===== config.mk =====
export PLATFORM = sky130hd
export DESIGN_NAME = ldst_exec
export DESIGN_NICKNAME = d
export VERILOG_FILES = /design/src/rtl/ldst_pkg.sv /design/src/rtl/ldst_decode.sv /design/src/rtl/ldst_sat.sv /design/src/rtl/ldst_postmod.sv /design/src/rtl/ldst_exec.sv
export SDC_FILE = /design/constraint.sdc
export NUM_CORES = 1
export LEC_CHECK = 0
export BUFFER_PORTS_ARGS = -buffer_cell sky130_fd_sc_hd__buf_2
export CORE_MARGIN = 2
export CORE_UTILIZATION = 26
export CTS_CLUSTER_DIAMETER = 60
export DETAILED_ROUTE_END_ITERATION = 6
export PLACE_DENSITY = 0.6
export SYNTH_ARGS = -nofsm -noshare
export SYNTH_HDL_FRONTEND = slang
export SYNTH_SLANG_ARGS = --single-unit

===== constraint.sdc =====
create_clock -name clk -period 3.3 [get_ports clk]
set_clock_uncertainty 0.05 [all_clocks]
set_input_delay 0.66 -clock clk [delete_from_list [all_inputs] [get_ports clk]]
set_output_delay 0.66 -clock clk [all_outputs]
set_load 0.02 [all_outputs]

===== src/rtl/ldst_pkg.sv =====
package ldst_pkg;
    localparam int DW      = 16;
    localparam int RSW     = 5;
    localparam int PW      = 2;
    localparam int HIW     = 8;
    localparam int IMMW    = 8;
    localparam logic [RSW-1:0] PAGE_BASE = 5'h18;
    localparam logic [RSW-1:0] MID_BASE  = 5'h1E;

    typedef enum logic [2:0] {
        K_NOP, K_LOAD_D, K_STORE_D, K_STORE_IMM, K_LOAD_I
    } kind_t;

    typedef enum logic [1:0] {A_PAGE, A_EXT, A_SIMM, A_PTR} asrc_t;

    typedef enum logic [1:0] {PM_KEEP, PM_DEC, PM_INC, PM_IDX} pmod_t;

    typedef struct packed {
        kind_t           kind;
        asrc_t           asrc;
        pmod_t           pmod;
        logic [RSW-1:0]  rsel;
        logic [PW-1:0]   ptr;
        logic [IMMW-1:0] imm8;
        logic            two_word;
    } dec_t;
endpackage


===== src/rtl/ldst_decode.sv =====
module ldst_decode
    import ldst_pkg::*;
(
    input  logic [DW-1:0] word,
    output dec_t          d
);
    always_comb begin
        d          = '0;
        d.kind     = K_NOP;
        d.asrc     = A_PAGE;
        d.pmod     = PM_KEEP;
        d.imm8     = word[IMMW-1:0];
        if (word[15:12] == 4'b0010) begin
            d.kind = word[11] ? K_STORE_D : K_LOAD_D;
            d.asrc = A_PAGE;
            d.rsel = PAGE_BASE + {2'b00, word[10:8]};
        end else if (word[15:6] == 10'b0000_0000_11) begin
            d.kind     = word[5] ? K_STORE_D : K_LOAD_D;
            d.asrc     = A_EXT;
            d.rsel     = word[4:0];
            d.two_word = 1'b1;
        end else if (word[15:8] == 8'h16) begin
            d.kind     = K_STORE_IMM;
            d.asrc     = A_SIMM;
            d.two_word = 1'b1;
        end else if (word[15:10] == 6'b000110) begin
            d.kind = word[9] ? K_STORE_D : K_LOAD_D;
            d.asrc = A_PTR;
            d.pmod = pmod_t'(word[8:7]);
            d.ptr  = word[6:5];
            d.rsel = word[4:0];
        end else if (word[15:9] == 7'b0000001 && word[7:4] == 4'b0001) begin
            d.kind = K_LOAD_I;
            d.asrc = A_PTR;
            d.pmod = pmod_t'(word[3:2]);
            d.ptr  = word[1:0];
            d.rsel = MID_BASE + {4'b0000, word[8]};
        end
    end
endmodule


===== src/rtl/ldst_sat.sv =====
module ldst_sat #(
    parameter int W  = 16,
    parameter int HW = 8
) (
    input  logic [W-1:0]  mid,
    input  logic [HW-1:0] hi,
    output logic [W-1:0]  out
);
    logic fits;
    assign fits = (hi == {HW{mid[W-1]}});
    always_comb begin
        if (fits)           out = mid;
        else if (hi[HW-1])  out = {1'b1, {(W-1){1'b0}}};
        else                out = {1'b0, {(W-1){1'b1}}};
    end
endmodule


===== src/rtl/ldst_postmod.sv =====
module ldst_postmod
    import ldst_pkg::*;
#(
    parameter int W = 16
) (
    input  pmod_t         mode,
    input  logic [W-1:0]  base,
    input  logic [W-1:0]  idx,
    output logic [W-1:0]  next
);
    always_comb begin
        unique case (mode)
            PM_KEEP: next = base;
            PM_DEC:  next = base - W'(1);
            PM_INC:  next = base + W'(1);
            PM_IDX:  next = base + idx;
            default: next = base;
        endcase
    end
endmodule


===== src/rtl/ldst_exec.sv =====
module ldst_exec
    import ldst_pkg::*;
(
    input  logic            clk,
    input  logic            rst_n,
    input  logic            instr_valid,
    input  logic [DW-1:0]   instr,
    output logic            fetch_next,
    input  logic            ext_valid,
    input  logic [DW-1:0]   ext_word,
    output logic            done,
    input  logic [DW-1:0]   cr_val,
    output logic [PW-1:0]   ptr_sel,
    input  logic [DW-1:0]   ptr_val,
    input  logic [DW-1:0]   idx_val,
    output logic [RSW-1:0]  src_sel,
    input  logic [DW-1:0]   src_val,
    input  logic [HIW-1:0]  src_acc_hi,
    output logic [DW-1:0]   dm_addr,
    output logic            dm_re,
    output logic            dm_we,
    output logic [DW-1:0]   dm_wdata,
    input  logic [DW-1:0]   dm_rdata,
    output logic [DW-1:0]   im_addr,
    output logic            im_re,
    input  logic [DW-1:0]   im_rdata,
    output logic            rf_we,
    output logic [RSW-1:0]  rf_wsel,
    output logic [DW-1:0]   rf_wdata,
    output logic            rf_ext,
    output logic            ar_we,
    output logic [PW-1:0]   ar_wsel,
    output logic [DW-1:0]   ar_wdata
);
    typedef enum logic [1:0] {S_IDLE, S_FETCH_EXT, S_EXEC} state_t;

    state_t        st;
    dec_t          dec_in;
    dec_t          cur;
    logic [DW-1:0] ext_q;
    logic [DW-1:0] sat_val;
    logic [DW-1:0] ptr_next;
    logic          src_is_mid;
    logic          in_exec;

    ldst_decode u_dec (.word(instr), .d(dec_in));

    ldst_sat #(.W(DW), .HW(HIW)) u_sat (.mid(src_val), .hi(src_acc_hi), .out(sat_val));

    ldst_postmod #(.W(DW)) u_pm (.mode(cur.pmod), .base(ptr_val), .idx(idx_val), .next(ptr_next));

    // state register
    always_ff @(posedge clk or negedge rst_n) begin
        if (!rst_n) begin
            st    <= S_IDLE;
            cur   <= '0;
            ext_q <= '0;
        end else begin
            unique case (st)
                S_IDLE: if (instr_valid) begin
                    cur <= dec_in;
                    st  <= dec_in.two_word ? S_FETCH_EXT : S_EXEC;
                end
                S_FETCH_EXT: if (ext_valid) begin
                    ext_q <= ext_word;
                    st    <= S_EXEC;
                end
                S_EXEC:  st <= S_IDLE;
                default: st <= S_IDLE;
            endcase
        end
    end

    assign in_exec    = (st == S_EXEC);
    assign src_is_mid = (cur.rsel >= MID_BASE);
    assign ptr_sel    = cur.ptr;
    assign src_sel    = cur.rsel;
    assign im_addr    = ptr_val;
    assign rf_wsel    = cur.rsel;
    assign ar_wsel    = cur.ptr;
    assign ar_wdata   = ptr_next;

    // outputs
    always_comb begin
        fetch_next = (st == S_FETCH_EXT);
        done       = in_exec;
        dm_re      = 1'b0;
        dm_we      = 1'b0;
        im_re      = 1'b0;
        rf_we      = 1'b0;
        rf_wdata   = '0;
        ar_we      = 1'b0;
        unique case (cur.asrc)
            A_PAGE:  dm_addr = {cr_val[7:0], cur.imm8};
            A_EXT:   dm_addr = ext_q;
            A_SIMM:  dm_addr = {{(DW-IMMW){cur.imm8[IMMW-1]}}, cur.imm8};
            A_PTR:   dm_addr = ptr_val;
            default: dm_addr = ptr_val;
        endcase
        if (cur.kind == K_STORE_IMM) dm_wdata = ext_q;
        else if (src_is_mid)         dm_wdata = sat_val;
        else                         dm_wdata = src_val;
        if (in_exec) begin
            unique case (cur.kind)
                K_LOAD_D: begin
                    dm_re    = 1'b1;
                    rf_we    = 1'b1;
                    rf_wdata = dm_rdata;
                end
                K_STORE_D, K_STORE_IMM: dm_we = 1'b1;
                K_LOAD_I: begin
                    im_re    = 1'b1;
                    rf_we    = 1'b1;
                    rf_wdata = im_rdata;
                end
                default: ;
            endcase
            ar_we = (cur.kind != K_NOP) && (cur.asrc == A_PTR) && (cur.pmod != PM_KEEP);
        end
        rf_ext = rf_we && src_is_mid;
    end

    AST_ONE_ACCESS: assert property (@(posedge clk) disable iff (!rst_n)
        (dm_re || dm_we || im_re) |-> (done && $onehot0({dm_re, dm_we, im_re})));

    AST_EXT_HOLD: assert property (@(posedge clk) disable iff (!rst_n)
        (fetch_next && !ext_valid) |=> fetch_next);

    AST_EXT_DONE: assert property (@(posedge clk) disable iff (!rst_n)
        (fetch_next && ext_valid) |=> done);

    AST_ONE_WORD: assert property (@(posedge clk) disable iff (!rst_n)
        (st == S_IDLE && instr_valid && !dec_in.two_word) |=> (done && !fetch_next));

    AST_SAT_CLAMP: assert property (@(posedge clk) disable iff (!rst_n)
        (dm_we && src_sel >= MID_BASE && cur.kind != K_STORE_IMM
         && src_acc_hi != {HIW{src_val[DW-1]}})
        |-> (dm_wdata == 16'h7FFF || dm_wdata == 16'h8000));

    AST_PTR_IN_DONE: assert property (@(posedge clk) disable iff (!rst_n)
        ar_we |-> done);

    AST_EXT_FLAG: assert property (@(posedge clk) disable iff (!rst_n)
        rf_ext |-> (rf_we && rf_wsel >= MID_BASE));
endmodule


# Yosys cells after proc, flatten, opt, wreduce, memory -nomap -nowiden

Cells that the tools add are included.

Bits in registers: 40
Output and inout port bits: 102

Add/subtract/negate cells: 5
Order comparisons: 1
Eq/ne operators: 21
Muxes and demuxes: 39
Reductions and logical operators: 14

Operators with widths:

| operator                | number |
|---|---|
| $pmux W16 S4            | 2 |
| $mux W16                | 5 |
| $pmux W16 S2            | 1 |
| $mux W14                | 2 |
| $mux W5                 | 5 |
| $mux W2                 | 10 |
| $add A16 B1 Y16 const B | 1 |
| $add A16 B16 Y16        | 1 |
| $sub A16 B1 Y16 const B | 1 |
| $mux W1                 | 12 |
| $eq A10 B2 Y1 const B   | 1 |
| $eq A2 B2 Y1 const B    | 5 |
| $mux W9                 | 1 |
| $eq A8 B5 Y1 const B    | 1 |
| $eq A8 B8 Y1            | 1 |
| $eq A7 B1 Y1 const B    | 1 |
| $eq A2 B1 Y1 const B    | 3 |
| $eq A3 B2 Y1 const B    | 2 |
| $eq A6 B3 Y1 const B    | 1 |
| $logic_not A2 Y1        | 3 |
| $reduce_and A2 Y1       | 3 |
| $add A4 B4 Y5 const A   | 1 |
| $ge A5 B5 Y1 const B    | 1 |
| $eq A4 B1 Y1 const B    | 1 |
| other kinds (11)        | 15 |

# Depth between registers and ports, before layout

Gate-level depths: netlist (run 1).

Depth after elaboration: 7
Depth in mapped cells: 10
Gate-level depth less buffers: 8

# Modules after synthesis

A second synthesis (run 1) with hierarchy kept.

Cell total of the unflattened synthesis: 499
Area, all modules: 4461.8 µm²

Modules (own cells, without submodules):

| module       | times used | cells each | area each (µm²) | sequential area each (µm²) |
|---|---|---|---|---|
| ldst_exec    | 1          | 239        | 2706.3          | 1001.0 |
| ldst_postmod | 1          | 173        | 1103.6          | 0.0 |
| ldst_decode  | 1          | 44         | 337.8           | 0.0 |
| ldst_sat     | 1          | 43         | 314.1           | 0.0 |

# Worst setup path after synthesis (run 1)

Ideal clock, no wire load.

Path kind: reg-to-output
From: register cur[16] (netlist bit)
To: output ar_wdata[14]
Arrival: 2.853 ns
Data required time: 2.590 ns
Setup slack: -0.263 ns
Stages on the path, launching flop included: 11
Buffers on the path: 2
Cell sequence: dfrtp_1 > clkbuf_1 > buf_1 > nand3b_1 > ha_1 > fa_1 > a21oi_1 > o211a_1 > nor4_1 > o31a_1 > o31ai_1

Longest elaborated chain between the ends: 2
Elaborated cells between the ends (all ways): 5

RTL lines:

| what                                       | line               | text |
|---|---|---|
| from (decl)                                | ldst_exec.sv:39    | `dec_t cur;` |
| from (signal assigned)                     | ldst_exec.sv:61    | `cur <= dec_in;` |
| $eq A2 B2 Y1, or another cell as far along | ldst_postmod.sv:12 | `unique case (mode)` |
| $pmux W16 S4 (*)                           | ldst_postmod.sv:12 |  |
| to (decl)                                  | ldst_exec.sv:33    | `output logic [DW-1:0] ar_wdata` |

Every way passes the cells marked *; elsewhere a longest branch is shown, timed or not.

# Worst setup path after layout (run 1)

From: input idx_val[0]
To: output ar_wdata[12]

Longest elaborated chain between the ends: 2

RTL lines:

| what             | line               | text |
|---|---|---|
| from (decl)      | ldst_exec.sv:15    | `input logic [DW-1:0] idx_val,` |
| $add A16 B16 Y16 | ldst_postmod.sv:16 | `PM_IDX: next = base + idx;` |
| $pmux W16 S4     | ldst_postmod.sv:12 |  |

Every way passes these cells.

==> results.sh, run 1 <==
export IMPL_cp_data_required_time_ns=2.59
export IMPL_drive_above_1_share_pct=46.8
export IMPL_violations="negative setup slack"
export IMPL_antenna_found_initial=0
export IMPL_cts_root_buffer="clkbuf_16"
export IMPL_fin_setup_tns_ns=-0.159
export IMPL_design_core_area_um2=15000
export IMPL_setup_violations=3
export IMPL_path_clk_slew_ns=0.06
export IMPL_crit_reg2reg_capture="ext_q[11]"
export IMPL_die_area_um2=16200
export IMPL_arrival_ns=2.69
export IMPL_grt_pass1_wl_mm=21.5
export IMPL_via_per_inst=4.84
export IMPL_slew_headroom_pct=39.0
export IMPL_cts_htree_levels=2
export IMPL_max_freq_ghz=0.294
export IMPL_rsz0062_at_grt="true"
export IMPL_start_util_pct=26.3
export IMPL_finalWorstSetupSlack_ns=-0.102
export IMPL_grt_overflow=0
export IMPL_period_minus_slack_ns=3.40
export IMPL_syn_inst=483
export IMPL_grt_max_degree=41
export IMPL_p_total_mw=1.81
export IMPL_seqPwrFrac_pct=31.3
export IMPL_clock_latency_ns=0.28
export IMPL_leakage_nw=2.85
export IMPL_power_internal_mw=1.19
export IMPL_dp_hpwl_mm=11.4
export IMPL_fp_row_count=45
export IMPL_holdPathEnd="cur[6]"
export IMPL_worstSetupEndpointType="primary output"
export IMPL_rrSetupSlack_ns=1.52
export IMPL_synthArstFlopShare_pct=100
export IMPL_slowest_delay_ns=0.39
export IMPL_num_io_pins=242
export IMPL_cts_num_sinks=40
export IMPL_n_fill_cell=1589
export IMPL_numCtsBuffers=5
export IMPL_worst_setup_path_type="primary input to primary output"
export IMPL_gp_congestion=0.872
export IMPL_final_util_pct=36.7
export IMPL_holdCritStartpoint="cur[6]"
export IMPL_first_pass_iters=4
export IMPL_hold_depth=2
export IMPL_crit_path_start_kind="primary input"
export IMPL_ys_seq_elements=40
export IMPL_cts_tree="done"
export IMPL_swShare_pct=34.3
export IMPL_register_area_um2=1000
export IMPL_cts_hold_fix_buffers=0
export IMPL_fin_crit_sh_pct=103
export IMPL_die_x_um=127
export IMPL_slew_viol_final=0
export IMPL_cap_violations=0
export IMPL_synth_nets=639
export IMPL_synth_edf_count=0
export IMPL_cp_cell_sequence="buf_2 -> nand3b_1 -> ha_2 -> fa_2 -> a21oi_2 -> o211a_1 -> nor3_1 -> a211oi_1 -> mux2_2 -> buf_6"
export IMPL_peakVddDrop_v=0.000192
export IMPL_avgSynthCellArea_um2=8.18
export IMPL_ys_seq_area_share_pct=25.3
export IMPL_crit_slowest_cell="mux2_2"
export IMPL_n_antenna_cell=0
export IMPL_holdCritPathClass="flip-flop to flip-flop"
export IMPL_switchingPower_mw=0.620
export IMPL_wire_per_inst_um=15.8
export IMPL_power_frac_clock_pct=32.0
export IMPL_worstMarginPinSlew_ns=0.915
export IMPL_combPwrFrac_pct=36.7
export IMPL_synth_distinct_cells=65
export IMPL_drt_iter0_drc=253
export IMPL_antenna_left=0
export IMPL_status="finished, violations left"
export IMPL_multiInputGateArea_um2=2680
export IMPL_routed_wl_mm=14.0
export IMPL_hold_violations=0
export IMPL_netlist_area_um2=3950
export IMPL_r2r_worst_path_cells=3
export IMPL_area_growth_pct=39.6
export IMPL_drc=0
export IMPL_ys_warn_count=0
export IMPL_synth_flop_cell="dfrtp_1"
export IMPL_die_h_um=127
export IMPL_port_buffers=233
export IMPL_critPathMaxFanout=3
export IMPL_cts_buffer_depth=2
export IMPL_r2r_start="st[1]"
export IMPL_grt_pass1_vias=3961
export IMPL_nets=848
export IMPL_power_density_nw_per_um2=328
export IMPL_num_vias=4262
export IMPL_grt_usage_pct=16.6
[through the flow]
stage | setup WS, ns | cells | hold WS (ns) | area (um2)
floorplan | 0.0657 | 483 | 0.314 | 3970
global placement | -0.193 | 871 | 0.416 | 5210
detailed placement | -0.186 | 871 | 0.424 | 5210
CTS | -0.0481 | 880 | 0.440 | 5480
global route | -0.177 | 881 | 0.461 | 5520
finish | -0.102 | 881 | 0.430 | 5520
[state kept, by name, indices dropped and copies added (netlist names)]
signal	flops
ext_q	16
ar_wsel	2
st	2
cur	15
rf_wsel	5
[power by group through the flow]
stage               Combinational [mW]  Sequential [mW]  Clock [mW]
floorplan                        0.418            0.545           0
global placement                 0.644            0.577           0
detailed placement               0.645            0.577           0
CTS                              0.659            0.568       0.602
global route                     0.722            0.574       0.618
finish                           0.664            0.567       0.578
[what timing repair did]
item                                    CTS  global route
buffers inserted                          1             1
endpoints found under the setup margin    6             8
pin swaps                                 7             1
gates resized for setup                  16             9
[area by class of cell]
type / count / area share, %
inverter: 6 / 0.408
timing repair buffer: 260 / 25.4
sequential: 40 / 18.2
multi-input combinational: 379 / 48.6
clock buffer: 6 / 2.52
tap: 188 / 4.26
clock inverter: 2 / 0.703
[critical path, delay by kind of cell]
| kind | cells | cell delay, ns |
|---|---|---|
| muxes | 1 | 0.39 |
| AOI/OAI and AO/OA | 3 | 0.65 |
| adders and majority gates | 2 | 0.53 |
| and+or+nand+nor | 2 | 0.23 |
| buffers and inverters | 2 | 0.23 |
[placed cells by master, fill, tap and decap left out, types with 4 or more instances in the layout]
cell / instances
buf_2: 230
nand2_1: 101
dfrtp_1: 39
nor2_1: 37
buf_4: 26
a22o_1: 25
a21oi_1: 23
mux2_2: 20
a31oi_1: 17
o21ai_0: 16
mux2i_1: 10
nor3_1: 10
ha_1: 9
mux4_2: 8
nor2b_1: 6
inv_1: 6
xnor2_1: 6
and2_1: 5
xor2_1: 5
clkbuf_16: 5
o21a_1: 4
nand2b_1: 4
o21ai_1: 4
ha_4: 4
[metal layers]
metal	vias to the layer above	share of wire (%)	global-route usage, %
li1	2138	-	-
met4	0	0.27	1.55
met3	4	5.2	2.22
met5	-	0	0
met2	152	49	28.4
met1	1968	45	23.3
[how the worst max path moves through the flow]
stage / endpoint / start / slack (ns)
5_1_grt: ar_wdata[12] / cur[17] / -0.18
3_3_place_gp: ar_wdata[12] / idx_val[0] / -0.19
2_1_floorplan: ar_wdata[14] / idx_val[0] / 0.07
6_report: ar_wdata[12] / idx_val[0] / -0.10
4_1_cts: ar_wdata[14] / idx_val[0] / -0.05
3_5_place_dp: ar_wdata[14] / idx_val[0] / -0.19
[cell families (layout without fill, tap and decap cells)]
group | after synthesis | count (layout) | synth area share (%)
adders and majority gates | 16 | 16 | 5.25
xor gates and xnor gates | 11 | 11 | 2.44
muxes | 38 | 38 | 12.8
and+or+nand+nor | 193 | 193 | 23.2
AOI/OAI and AO/OA | 121 | 121 | 21.3
buffers and inverters | 64 | 274 | 9.72
DFF | 40 | 40 | 25.3
[cell usage after synthesis (3+ instances only)]
master / count / share of area, %
a211oi_1: 3 / 0.57
a21o_1: 3 / 0.57
a21oi_1: 25 / 3.2
a221oi_1: 3 / 0.66
a22o_1: 25 / 5.5
a31oi_1: 17 / 2.7
and2_1: 5 / 0.79
buf_1: 4 / 0.38
buf_2: 7 / 0.89
buf_4: 31 / 5.9
clkbuf_1: 14 / 1.3
dfrtp_1: 40 / 25
ha_1: 15 / 4.7
inv_1: 6 / 0.57
mux2_2: 20 / 5.7
mux2i_1: 10 / 2.5
mux4_2: 8 / 4.6
nand2_1: 101 / 9.6
nand2b_1: 4 / 0.63
nand4_1: 3 / 0.47
nor2_1: 38 / 3.6
nor2b_1: 6 / 0.95
nor3_1: 10 / 1.3
o21a_1: 4 / 0.76
o21ai_0: 18 / 2.3
o31ai_1: 4 / 0.76
xnor2_1: 6 / 1.3
xor2_1: 5 / 1.1
Note: power is estimated with default switching activity, not from simulation.
==> run 2, diff against run 1 <==
--- a/config.mk
+++ b/config.mk
@@ -11,6 +11,7 @@
 export CTS_CLUSTER_DIAMETER = 60
 export DETAILED_ROUTE_END_ITERATION = 6
 export PLACE_DENSITY = 0.6
+export SKIP_CTS_REPAIR_TIMING = 1
 export SYNTH_ARGS = -nofsm -noshare
 export SYNTH_HDL_FRONTEND = slang
 export SYNTH_SLANG_ARGS = --single-unit
==> results.sh, run 2 (synthesis gave the netlist of run 1 again) <==
export IMPL_status="finished, violations left"
export IMPL_violations="negative setup slack"
export IMPL_grt_usage_pct=16.5
export IMPL_slew_viol_final=0
export IMPL_rsz0062_at_grt="true"
export IMPL_cts_num_sinks=40
export IMPL_fin_setup_tns_ns=-0.259
export IMPL_port_buffers=233
export IMPL_drive_above_1_share_pct=47.8
export IMPL_register_area_um2=1000
export IMPL_max_freq_ghz=0.294
export IMPL_clock_latency_ns=0.28
export IMPL_period_minus_slack_ns=3.40
export IMPL_peakVddDrop_v=0.000192
export IMPL_finalWorstSetupSlack_ns=-0.102
export IMPL_grt_max_degree=41
export IMPL_cp_cell_sequence="buf_2 -> nand3b_1 -> ha_2 -> fa_2 -> a21oi_2 -> o211a_1 -> buf_6 -> nor4_2 -> o31a_1 -> o31ai_2 -> buf_4"
export IMPL_post_dp_cell_area_um2=5210
export IMPL_drc=0
export IMPL_via_per_inst=4.85
export IMPL_worst_setup_path_type="primary input to primary output"
export IMPL_routed_wl_mm=14.0
export IMPL_most_common_layout_cells="229 x buf_2, 101 x nand2_1, 39 x dfrtp_1"
export IMPL_cp_data_required_time_ns=2.59
export IMPL_critPathMaxFanout=3
export IMPL_die_area_um2=16200
export IMPL_rrSetupSlack_ns=1.52
export IMPL_multiInputGateArea_um2=2720
export IMPL_design_core_area_um2=15000
export IMPL_r2r_worst_path_cells=3
export IMPL_num_io_pins=242
export IMPL_num_vias=4281
export IMPL_power_density_nw_per_um2=326
export IMPL_path_clk_slew_ns=0.06
export IMPL_antenna_left=0
export IMPL_worstMarginPinSlew_ns=0.915
export IMPL_die_h_um=127
export IMPL_first_pass_iters=4
export IMPL_wl_met1_mm=6.43
export IMPL_setup_violations=3
export IMPL_cts_tree="done"
export IMPL_n_fill_cell=1575
export IMPL_holdCritPathClass="flip-flop to flip-flop"
export IMPL_slew_headroom_pct=39.0
export IMPL_leakage_nw=2.86
export IMPL_final_cell_area_um2=5570
export IMPL_n_antenna_cell=0
export IMPL_worstSetupStartpoint="idx_val[0]"
export IMPL_cts_root_buffer="clkbuf_16"
export IMPL_gp_congestion=0.872
export IMPL_crit_path_start_kind="primary input"
export IMPL_dp_hpwl_mm=11.4
export IMPL_p_total_mw=1.82
export IMPL_final_common_cell="buf_2"
export IMPL_grt_pass1_vias=3927
export IMPL_fp_row_count=45
export IMPL_start_util_pct=26.3
export IMPL_crit_slowest_cell="fa_2"
export IMPL_endpoint="ar_wdata[14]"
export IMPL_worstSetupEndpointType="primary output"
export IMPL_largest_reg_flops=16
export IMPL_die_x_um=127
export IMPL_cap_violations=0
export IMPL_hold_violations=0
export IMPL_cts_htree_levels=2
export IMPL_grt_overflow=0
export IMPL_cts_buffer_depth=2
export IMPL_numCtsBuffers=5
export IMPL_grt_pass1_wl_mm=21.3
export IMPL_r2r_start="st[1]"
export IMPL_drt_iter0_drc=260
export IMPL_nets=850
export IMPL_slowest_delay_ns=0.35
export IMPL_arrival_ns=2.69
export IMPL_fin_crit_sh_pct=103
export IMPL_top_register="ext_q"
export IMPL_antenna_found_initial=0
export IMPL_crit_reg2reg_capture="ext_q[11]"
export IMPL_area_growth_pct=41.0
export IMPL_wl_met2_mm=6.89
export IMPL_route_met3_wl_um=659
export IMPL_wire_per_inst_um=15.9
export IMPL_highest_layer="met4"
==> run 2: changes by cell type in the layout (fill, tap and decap cells not counted), sizes merged <==
cell | previous run | this run
buf | 260 | 262
==> run 2: area by class of cell <==
cell class | count | area share, %
multi-input cells | 379 | 48.7
repair buffers | 262 | 25.5
flip-flops and latches | 40 | 18.0
well taps | 188 | 4.22
clock buffers | 6 | 2.49
clock inverters | 2 | 0.696
inverters | 6 | 0.404
==> run 2: layer usage <==
| layer | global-route usage [%] | vias up |
|---|---|---|
| li1 | - | 2143 |
| met1 | 23.3 | 1994 |
| met2 | 27.8 | 140 |
| met3 | 2.22 | 4 |
| met4 | 1.55 | 0 |
| met5 | 0 | - |
==> run 2: report_power, final <==
| part | total, mW | switching [mW] | internal (mW) |
|---|---|---|---|
| Combinational | 0.671 | 0.376 | 0.295 |
| Clock | 0.578 | 0.199 | 0.379 |
| Sequential | 0.567 | 0.0483 | 0.518 |
| Total | 1.82 | 0.623 | 1.19 |
==> run 2: per-stage QoR <==
stage | hold slack, ns | utilization (%) | setup WS (ns) | std cells
detailed placement | 0.424 | 34.6 | -0.186 | 871
global placement | 0.416 | 34.6 | -0.193 | 871
CTS | 0.440 | 35.8 | -0.207 | 879
floorplan | 0.314 | - | 0.0657 | 483
finish | 0.431 | 37.1 | -0.102 | 883
global route | 0.461 | 37.1 | -0.193 | 883
==> run 2: worst min path at each step <==
stage	slack, ns	end	from	depth (start not counted)
finish	0.43	cur[6]	cur[6]	2
global route	0.46	cur[5]	cur[5]	2
CTS	0.44	cur[5]	cur[5]	2
detailed placement	0.42	cur[5]	cur[5]	2
global placement	0.42	cur[4]	cur[4]	2
floorplan	0.31	ar_wsel[0]	rst_n	0
==> run 2: worst max-delay path: cells and delay by family <==
family                   cells  cell delay [ns]
adder cells (fa/ha/maj)      2             0.54
AO/OA/AOI/OAI                4             0.90
AND/OR/NAND/NOR              2             0.19
buffers and inverters        3             0.40
